===== config.mk =====
export PLATFORM = sky130hd
export DESIGN_NAME = wear_alloc
export DESIGN_NICKNAME = d
export VERILOG_FILES = /design/src/rtl/wal_pkg.sv /design/src/rtl/wal_wear_table.sv /design/src/rtl/wal_pool_pick.sv /design/src/rtl/wal_static_scan.sv /design/src/rtl/wal_ctrl.sv /design/src/rtl/wear_alloc.sv
export SDC_FILE = /design/constraint.sdc
export NUM_CORES = 1
export LEC_CHECK = 0
export BUFFER_PORTS_ARGS = -buffer_cell sky130_fd_sc_hd__buf_2
export CAP_MARGIN = 10
export CORE_ASPECT_RATIO = 1.1
export CORE_MARGIN = 5
export CORE_UTILIZATION = 50
export CTS_CLUSTER_SIZE = 8
export DETAILED_ROUTE_END_ITERATION = 16
export GPL_TIMING_DRIVEN = 0
export PLACE_DENSITY_LB_ADDON = 0.25
export SLEW_MARGIN = 10
export SYNTH_ARGS = -nofsm -noshare
export SYNTH_HDL_FRONTEND = slang
export SYNTH_SLANG_ARGS = --single-unit
export TNS_END_PERCENT = 5

===== constraint.sdc =====
create_clock -name clk -period 8.05 [get_ports clk]
set_input_delay 1.2075 -clock clk [delete_from_list [all_inputs] [get_ports clk]]
set_output_delay 1.2075 -clock clk [all_outputs]
set_load 0.02 [all_outputs]

===== src/rtl/wal_pkg.sv =====
package wal_pkg;
    typedef enum logic [1:0] {
        ST_IDLE  = 2'd0,
        ST_PICK  = 2'd1,
        ST_SWAP  = 2'd2,
        ST_GRANT = 2'd3
    } wal_state_e;
endpackage


===== src/rtl/wal_wear_table.sv =====
// Per-block saturating erase counter and spare flag.
module wal_wear_table #(
    parameter int NB = 16,
    parameter int CW = 8,
    parameter int IW = 4
) (
    input  logic                   clk,
    input  logic                   rst_n,
    input  logic                   ers_en,
    input  logic [IW-1:0]          ers_idx,
    input  logic                   clr_a_en,
    input  logic [IW-1:0]          clr_a_idx,
    input  logic                   clr_b_en,
    input  logic [IW-1:0]          clr_b_idx,
    output logic [NB-1:0][CW-1:0]  cnt_o,
    output logic [NB-1:0]          pool_o
);
    localparam logic [CW-1:0] CNT_MAX = {CW{1'b1}};

    for (genvar g = 0; g < NB; g++) begin : g_blk
        logic hit_e, hit_a, hit_b;
        assign hit_e = ers_en   && (ers_idx   == IW'(g));
        assign hit_a = clr_a_en && (clr_a_idx == IW'(g));
        assign hit_b = clr_b_en && (clr_b_idx == IW'(g));

        always_ff @(posedge clk) begin
            if (!rst_n) begin
                cnt_o[g]  <= '0;
                pool_o[g] <= 1'b1;
            end else begin
                if (hit_a || hit_b) begin
                    pool_o[g] <= 1'b0;
                end
                if (hit_e) begin
                    pool_o[g] <= 1'b1;
                    if (cnt_o[g] != CNT_MAX) begin
                        cnt_o[g] <= cnt_o[g] + 1'b1;
                    end
                end
            end
        end
    end
endmodule


===== src/rtl/wal_pool_pick.sv =====
// Lowest-index spare block finder.
module wal_pool_pick #(
    parameter int NB = 16,
    parameter int IW = 4
) (
    input  logic [NB-1:0] pool,
    output logic          any_spare,
    output logic [IW-1:0] pick_idx
);
    always_comb begin
        pick_idx = '0;
        for (int i = NB - 1; i >= 0; i--) begin
            if (pool[i]) begin
                pick_idx = IW'(i);
            end
        end
    end

    assign any_spare = |pool;
endmodule


===== src/rtl/wal_static_scan.sv =====
// Walks the table one entry per clock, tracking the coldest in-use block.
module wal_static_scan #(
    parameter int NB = 16,
    parameter int CW = 8,
    parameter int IW = 4
) (
    input  logic                   clk,
    input  logic                   rst_n,
    input  logic [NB-1:0][CW-1:0]  cnt,
    input  logic [NB-1:0]          pool,
    input  logic                   kill,
    output logic [IW-1:0]          st_idx,
    output logic                   st_vld
);
    localparam logic [IW-1:0] LAST = IW'(NB - 1);

    logic [IW-1:0] scan_idx;
    logic [IW-1:0] best_idx;
    logic [CW-1:0] best_cnt;
    logic          best_hit;
    logic          cand;
    logic          at_end;

    assign cand   = !pool[scan_idx] && (!best_hit || (cnt[scan_idx] < best_cnt));
    assign at_end = (scan_idx == LAST);

    always_ff @(posedge clk) begin
        if (!rst_n) begin
            scan_idx <= '0;
            best_idx <= '0;
            best_cnt <= '0;
            best_hit <= 1'b0;
            st_idx   <= '0;
            st_vld   <= 1'b0;
        end else begin
            if (at_end) begin
                scan_idx <= '0;
                best_hit <= 1'b0;
                st_idx   <= cand ? scan_idx : best_idx;
                st_vld   <= cand || best_hit;
            end else begin
                scan_idx <= scan_idx + 1'b1;
                if (cand) begin
                    best_idx <= scan_idx;
                    best_cnt <= cnt[scan_idx];
                    best_hit <= 1'b1;
                end
            end
            if (kill) begin
                st_vld <= 1'b0;
            end
        end
    end
endmodule


===== src/rtl/wal_ctrl.sv =====
// Allocation state machine: IDLE -> PICK -> (SWAP) -> GRANT -> IDLE.
module wal_ctrl
    import wal_pkg::*;
#(
    parameter int CW = 8,
    parameter int IW = 4
) (
    input  logic          clk,
    input  logic          rst_n,
    input  logic          req_valid,
    input  logic          swap_ack,
    input  logic [CW-1:0] wear_limit,
    input  logic          any_spare,
    input  logic [IW-1:0] pick_idx,
    input  logic [CW-1:0] pick_cnt,
    input  logic [IW-1:0] st_idx,
    input  logic          st_vld,
    input  logic          st_in_pool,
    output logic          req_ready,
    output logic          gnt_valid,
    output logic          gnt_empty,
    output logic [IW-1:0] gnt_blk,
    output logic          swap_valid,
    output logic [IW-1:0] swap_src,
    output logic [IW-1:0] swap_dst,
    output logic          clr_a_en,
    output logic [IW-1:0] clr_a_idx,
    output logic          clr_b_en,
    output logic [IW-1:0] clr_b_idx,
    output logic          scan_kill
);
    wal_state_e    state, state_nx;
    logic [IW-1:0] blk_q, src_q, dst_q;
    logic          empty_q;
    logic          swap_ok;

    assign swap_ok = (pick_cnt > wear_limit) && st_vld && !st_in_pool;

    always_comb begin
        state_nx = state;
        unique case (state)
            ST_IDLE:  if (req_valid) state_nx = ST_PICK;
            ST_PICK:  state_nx = (any_spare && swap_ok) ? ST_SWAP : ST_GRANT;
            ST_SWAP:  if (swap_ack) state_nx = ST_GRANT;
            ST_GRANT: state_nx = ST_IDLE;
            default:  state_nx = ST_IDLE;
        endcase
    end

    always_ff @(posedge clk) begin
        if (!rst_n) begin
            state   <= ST_IDLE;
            blk_q   <= '0;
            src_q   <= '0;
            dst_q   <= '0;
            empty_q <= 1'b0;
        end else begin
            state <= state_nx;
            if (state == ST_PICK) begin
                if (!any_spare) begin
                    empty_q <= 1'b1;
                    blk_q   <= '0;
                end else if (swap_ok) begin
                    src_q <= st_idx;
                    dst_q <= pick_idx;
                end else begin
                    empty_q <= 1'b0;
                    blk_q   <= pick_idx;
                end
            end else if ((state == ST_SWAP) && swap_ack) begin
                empty_q <= 1'b0;
                blk_q   <= src_q;
            end
        end
    end

    always_comb begin
        req_ready  = 1'b0;
        gnt_valid  = 1'b0;
        swap_valid = 1'b0;
        clr_a_en   = 1'b0;
        clr_a_idx  = pick_idx;
        clr_b_en   = 1'b0;
        clr_b_idx  = src_q;
        scan_kill  = 1'b0;
        unique case (state)
            ST_IDLE:  req_ready = 1'b1;
            ST_PICK:  clr_a_en = any_spare && !swap_ok;
            ST_SWAP: begin
                swap_valid = 1'b1;
                clr_a_idx  = dst_q;
                clr_a_en   = swap_ack;
                clr_b_en   = swap_ack;
                scan_kill  = swap_ack;
            end
            ST_GRANT: gnt_valid = 1'b1;
            default:  req_ready = 1'b0;
        endcase
    end

    assign gnt_empty = empty_q;
    assign gnt_blk   = blk_q;
    assign swap_src  = src_q;
    assign swap_dst  = dst_q;
endmodule


===== src/rtl/wear_alloc.sv =====
module wear_alloc #(
    parameter int NUM_BLOCKS = 16,
    parameter int CNT_W      = 8,
    parameter int IDX_W      = $clog2(NUM_BLOCKS)
) (
    input  logic             clk,
    input  logic             rst_n,
    input  logic             req_valid,
    output logic             req_ready,
    output logic             gnt_valid,
    output logic             gnt_empty,
    output logic [IDX_W-1:0] gnt_blk,
    input  logic [CNT_W-1:0] wear_limit,
    input  logic             erase_valid,
    input  logic [IDX_W-1:0] erase_blk,
    output logic             swap_valid,
    output logic [IDX_W-1:0] swap_src,
    output logic [IDX_W-1:0] swap_dst,
    input  logic             swap_ack
);
    logic [NUM_BLOCKS-1:0][CNT_W-1:0] cnt_w;
    logic [NUM_BLOCKS-1:0]            pool_w;
    logic                             any_spare;
    logic [IDX_W-1:0]                 pick_idx;
    logic [IDX_W-1:0]                 st_idx;
    logic                             st_vld;
    logic                             clr_a_en, clr_b_en, scan_kill;
    logic [IDX_W-1:0]                 clr_a_idx, clr_b_idx;

    wal_wear_table #(.NB(NUM_BLOCKS), .CW(CNT_W), .IW(IDX_W)) u_table (
        .clk(clk), .rst_n(rst_n),
        .ers_en(erase_valid), .ers_idx(erase_blk),
        .clr_a_en(clr_a_en), .clr_a_idx(clr_a_idx),
        .clr_b_en(clr_b_en), .clr_b_idx(clr_b_idx),
        .cnt_o(cnt_w), .pool_o(pool_w)
    );

    wal_pool_pick #(.NB(NUM_BLOCKS), .IW(IDX_W)) u_pick (
        .pool(pool_w), .any_spare(any_spare), .pick_idx(pick_idx)
    );

    wal_static_scan #(.NB(NUM_BLOCKS), .CW(CNT_W), .IW(IDX_W)) u_scan (
        .clk(clk), .rst_n(rst_n), .cnt(cnt_w), .pool(pool_w),
        .kill(scan_kill), .st_idx(st_idx), .st_vld(st_vld)
    );

    wal_ctrl #(.CW(CNT_W), .IW(IDX_W)) u_ctrl (
        .clk(clk), .rst_n(rst_n),
        .req_valid(req_valid), .swap_ack(swap_ack), .wear_limit(wear_limit),
        .any_spare(any_spare), .pick_idx(pick_idx), .pick_cnt(cnt_w[pick_idx]),
        .st_idx(st_idx), .st_vld(st_vld), .st_in_pool(pool_w[st_idx]),
        .req_ready(req_ready), .gnt_valid(gnt_valid), .gnt_empty(gnt_empty),
        .gnt_blk(gnt_blk), .swap_valid(swap_valid), .swap_src(swap_src),
        .swap_dst(swap_dst), .clr_a_en(clr_a_en), .clr_a_idx(clr_a_idx),
        .clr_b_en(clr_b_en), .clr_b_idx(clr_b_idx), .scan_kill(scan_kill)
    );
endmodule


==> flow_summary.toml <==
[detailed_routing]
remaining_drc_errors = 0
wire_per_inst_um = 21.4
viasPerCell = 6.25
drt_iter0_markers = 946
drt-total-wl_um = 33300
dr.pass1.iters = 6
num_vias = 9756
antenna_left = 0

[cells_and_area]
fillers = 1969
fin_nets = 1305
syn2layout_area_growth_pct = 10.2
drive_gt1_share_pct = 13.1

[power_and_ir_drop]
ir_drop_uv = 127
swShare_pct = 29.6
p_per_area_mw_per_mm2 = 174
internal_power_uw = 1510
clockPowerShare_pct = 40.6
p_switching_uw = 635
power_leakage_uw = 0.00482
p_seq_share_pct = 43.6
combPwrFrac_pct = 15.8

[global_route]
antenna_found_initial = 1
grt_pass1_vias = 8967
grt_max_degree = 18
grt_pass1_wl_um = 51800
grt.total_usage_pct = 25.8
grt-ovfl-total = 0

[timing]
skew_ns = 0.0124
fmax_mhz = 201
rsz0062_at_grt = "false"
worstMarginPinSlew_ns = 0.956
fin_tns_setup_ns = 0
post-route-min-period_ns = 4.97
drv_slew = 0
period_share_pct = 61.7
finalSetupViolations = 0
finalHoldViolCount = 0
final.hold.worst_slack_ns = 0.456
slew_headroom_pct = 36.3

[hold_path]
hp-class = "reg2reg"

[synth]
ys_ff_latch = 181
synth_area_mm2 = 0.0112
synth_cell_types = 66
async_reset_ff_share_pct = 0
syn-num-nets = 1254
netlist_instances = 1201
synthFlopType = "dfxtp_1"
avgSynthCellArea_um2 = 9.31
synth-edff-count = 0
synth-seq-area-share_pct = 32.4
ys_warn_count = 0

[clocking]
clk_latency_ns = 0.45
numCtsBuffers = 17
cts_resized = 0
clk_pin_slew_ns = 0.08
cts_buffer_depth = 2
root_buffer = "clkbuf_16"
cts_sinks = 181
cts_tree = "done"
postCtsHoldBufs = 0
cts_setup_buffers = 0
htreeDepth = 4

[setup_path]
path_class = "reg2reg"
cp.required_ns = 8.40
worstPathMaxFanout = 10
crit_path_start_kind = "register"
crit_path_end_kind = "register"
critPathArrivalTime_ns = 5.31

[floorplanning]
num_rows = 57
ios = 33
start_util_pct = 50.7
die-area_mm2 = 0.0255
die_y_um = 167
core_mm2 = 0.0220
dieWidth_um = 153

[status]
outcome = "completed"

[place]
portBuffers = 32
dpl.hpwl_um = 25600
place_congestion = 0.962

[flow_run]
maxCapViolations = 0
[stage by stage]
step           power (µW)  utilization, %  setup WS, ns  std cells  instance area (µm²)
2_1_floorplan        1190               -          4.10       1201                11200
3_3_place_gp         1290            53.1          3.22       1528                11700
3_5_place_dp         1290            53.1          3.20       1528                11700
4_1_cts              2150            55.9          3.18       1560                12300
5_1_grt              2220            55.9          2.93       1560                12300
6_report             2150            55.9          3.08       1561                12300
[Yosys cell counts, types with 26 or more instances]
master / n / area, µm²
ha_1: 36 / 450
xnor2_1: 61 / 534
o21ai_0: 68 / 340
inv_1: 33 / 124
mux4_2: 53 / 1190
nor2b_1: 31 / 194
and3_1: 29 / 181
nor2_1: 49 / 184
a21boi_0: 26 / 195
and2_1: 86 / 538
nand3_1: 41 / 205
clkbuf_1: 33 / 124
dfxtp_1: 181 / 3620
mux2i_1: 77 / 771
nand4_1: 46 / 288
nand2_1: 112 / 420
or3_1: 30 / 188
[cell usage in the layout (no fill, tap or decap), drive strengths merged, types with 41 or more instances in the layout]
cell type	n
nand4	46
dfxtp	181
mux4	54
o21ai	78
nor2	50
buf	52
and2	86
nand2	113
clkbuf	51
xnor2	61
nand3	41
mux2i	77
[logic make-up after synthesis]
logic type	after synthesis	synth area share, %
compound gates	206	12.0
xor+xnor	84	6.58
fa+ha+maj	36	4.03
buf+inv	86	3.34
flops	181	32.4
mux	146	19.3
simple gates	462	22.3
[per-layer routing]
layer | share of wire, % | global-route usage [%] | up-vias
li1 | - | - | 4491
met2 | 45 | 40.3 | 508
met1 | 41 | 34.3 | 4644
met4 | 5.7 | 13.4 | 0
met3 | 8.6 | 4.33 | 113
met5 | 0 | 0 | -
[state kept, by name, summed over array words and instances, names as in the netlist]
| signal | cells |
|---|---|
| u_ctrl.gnt_empty | 1 |
| u_ctrl.clr_b_idx | 4 |
| u_scan.st_vld | 1 |
| u_table.cnt_o | 128 |
| u_ctrl.state | 2 |
| u_scan.best_idx | 4 |
| u_scan.st_idx | 4 |
| u_scan.scan_idx | 4 |
| u_scan.best_cnt | 8 |
| u_ctrl.swap_dst | 4 |
| u_table.pool_o | 16 |
| u_ctrl.gnt_blk | 4 |
| u_scan.best_hit | 1 |
[layout make-up]
class,count,area (µm²),share of cell area [%]
sequential,181,3620,29.4
inverter,33,124,1.01
multi-input combinational,934,7180,58.3
clock buffer,18,439,3.57
clock inverter,14,164,1.33
timing repair buffer,32,160,1.30
buffer,53,249,2.02
antenna,1,2.50,0.0203
tap,295,369,3.00
[power groups by stage]
stage,logic (µW),clock network [µW],registers (µW)
floorplan,235,0,960
global placement,330,0,956
detailed placement,333,0,957
CTS,336,881,937
global route,368,917,940
finish,339,870,937
[worst paths after layout]
path | start | to | slack [ns] | cells after the start
setup / recovery | u_table.pool_o[2]$_SDFFE_PP1P_ | u_table.pool_o[11]$_SDFFE_PP1P_ | 3.08 | 17
hold / removal | u_scan.best_idx[2]$_SDFFE_PN0P_ | u_scan.best_idx[2]$_SDFFE_PN0P_ | 0.46 | 2
setup reg to reg | u_table.pool_o[2]$_SDFFE_PP1P_ | u_table.pool_o[11]$_SDFFE_PP1P_ | 3.08 | 17
hold reg to reg | u_scan.best_idx[2]$_SDFFE_PN0P_ | u_scan.best_idx[2]$_SDFFE_PN0P_ | 0.46 | 2
[critical path, stage by stage, from the launching register on]
cell and delay, ns:
dfxtp_1 0.39, nor2_1 0.18, o31ai_1 0.11, a32oi_2 0.56, buf_2 0.37, buf_4 0.29
mux2i_1 0.21, mux2i_1 0.10, a22oi_1 0.31, o221ai_1 0.20, ha_1 0.33, a21o_1 0.18
a21oi_1 0.15, nor2b_1 0.11, o311ai_4 0.48, a21boi_4 0.15, or4b_1 0.54, a21o_1 0.19
No activity file was read; power rests on OpenSTA's default activity.
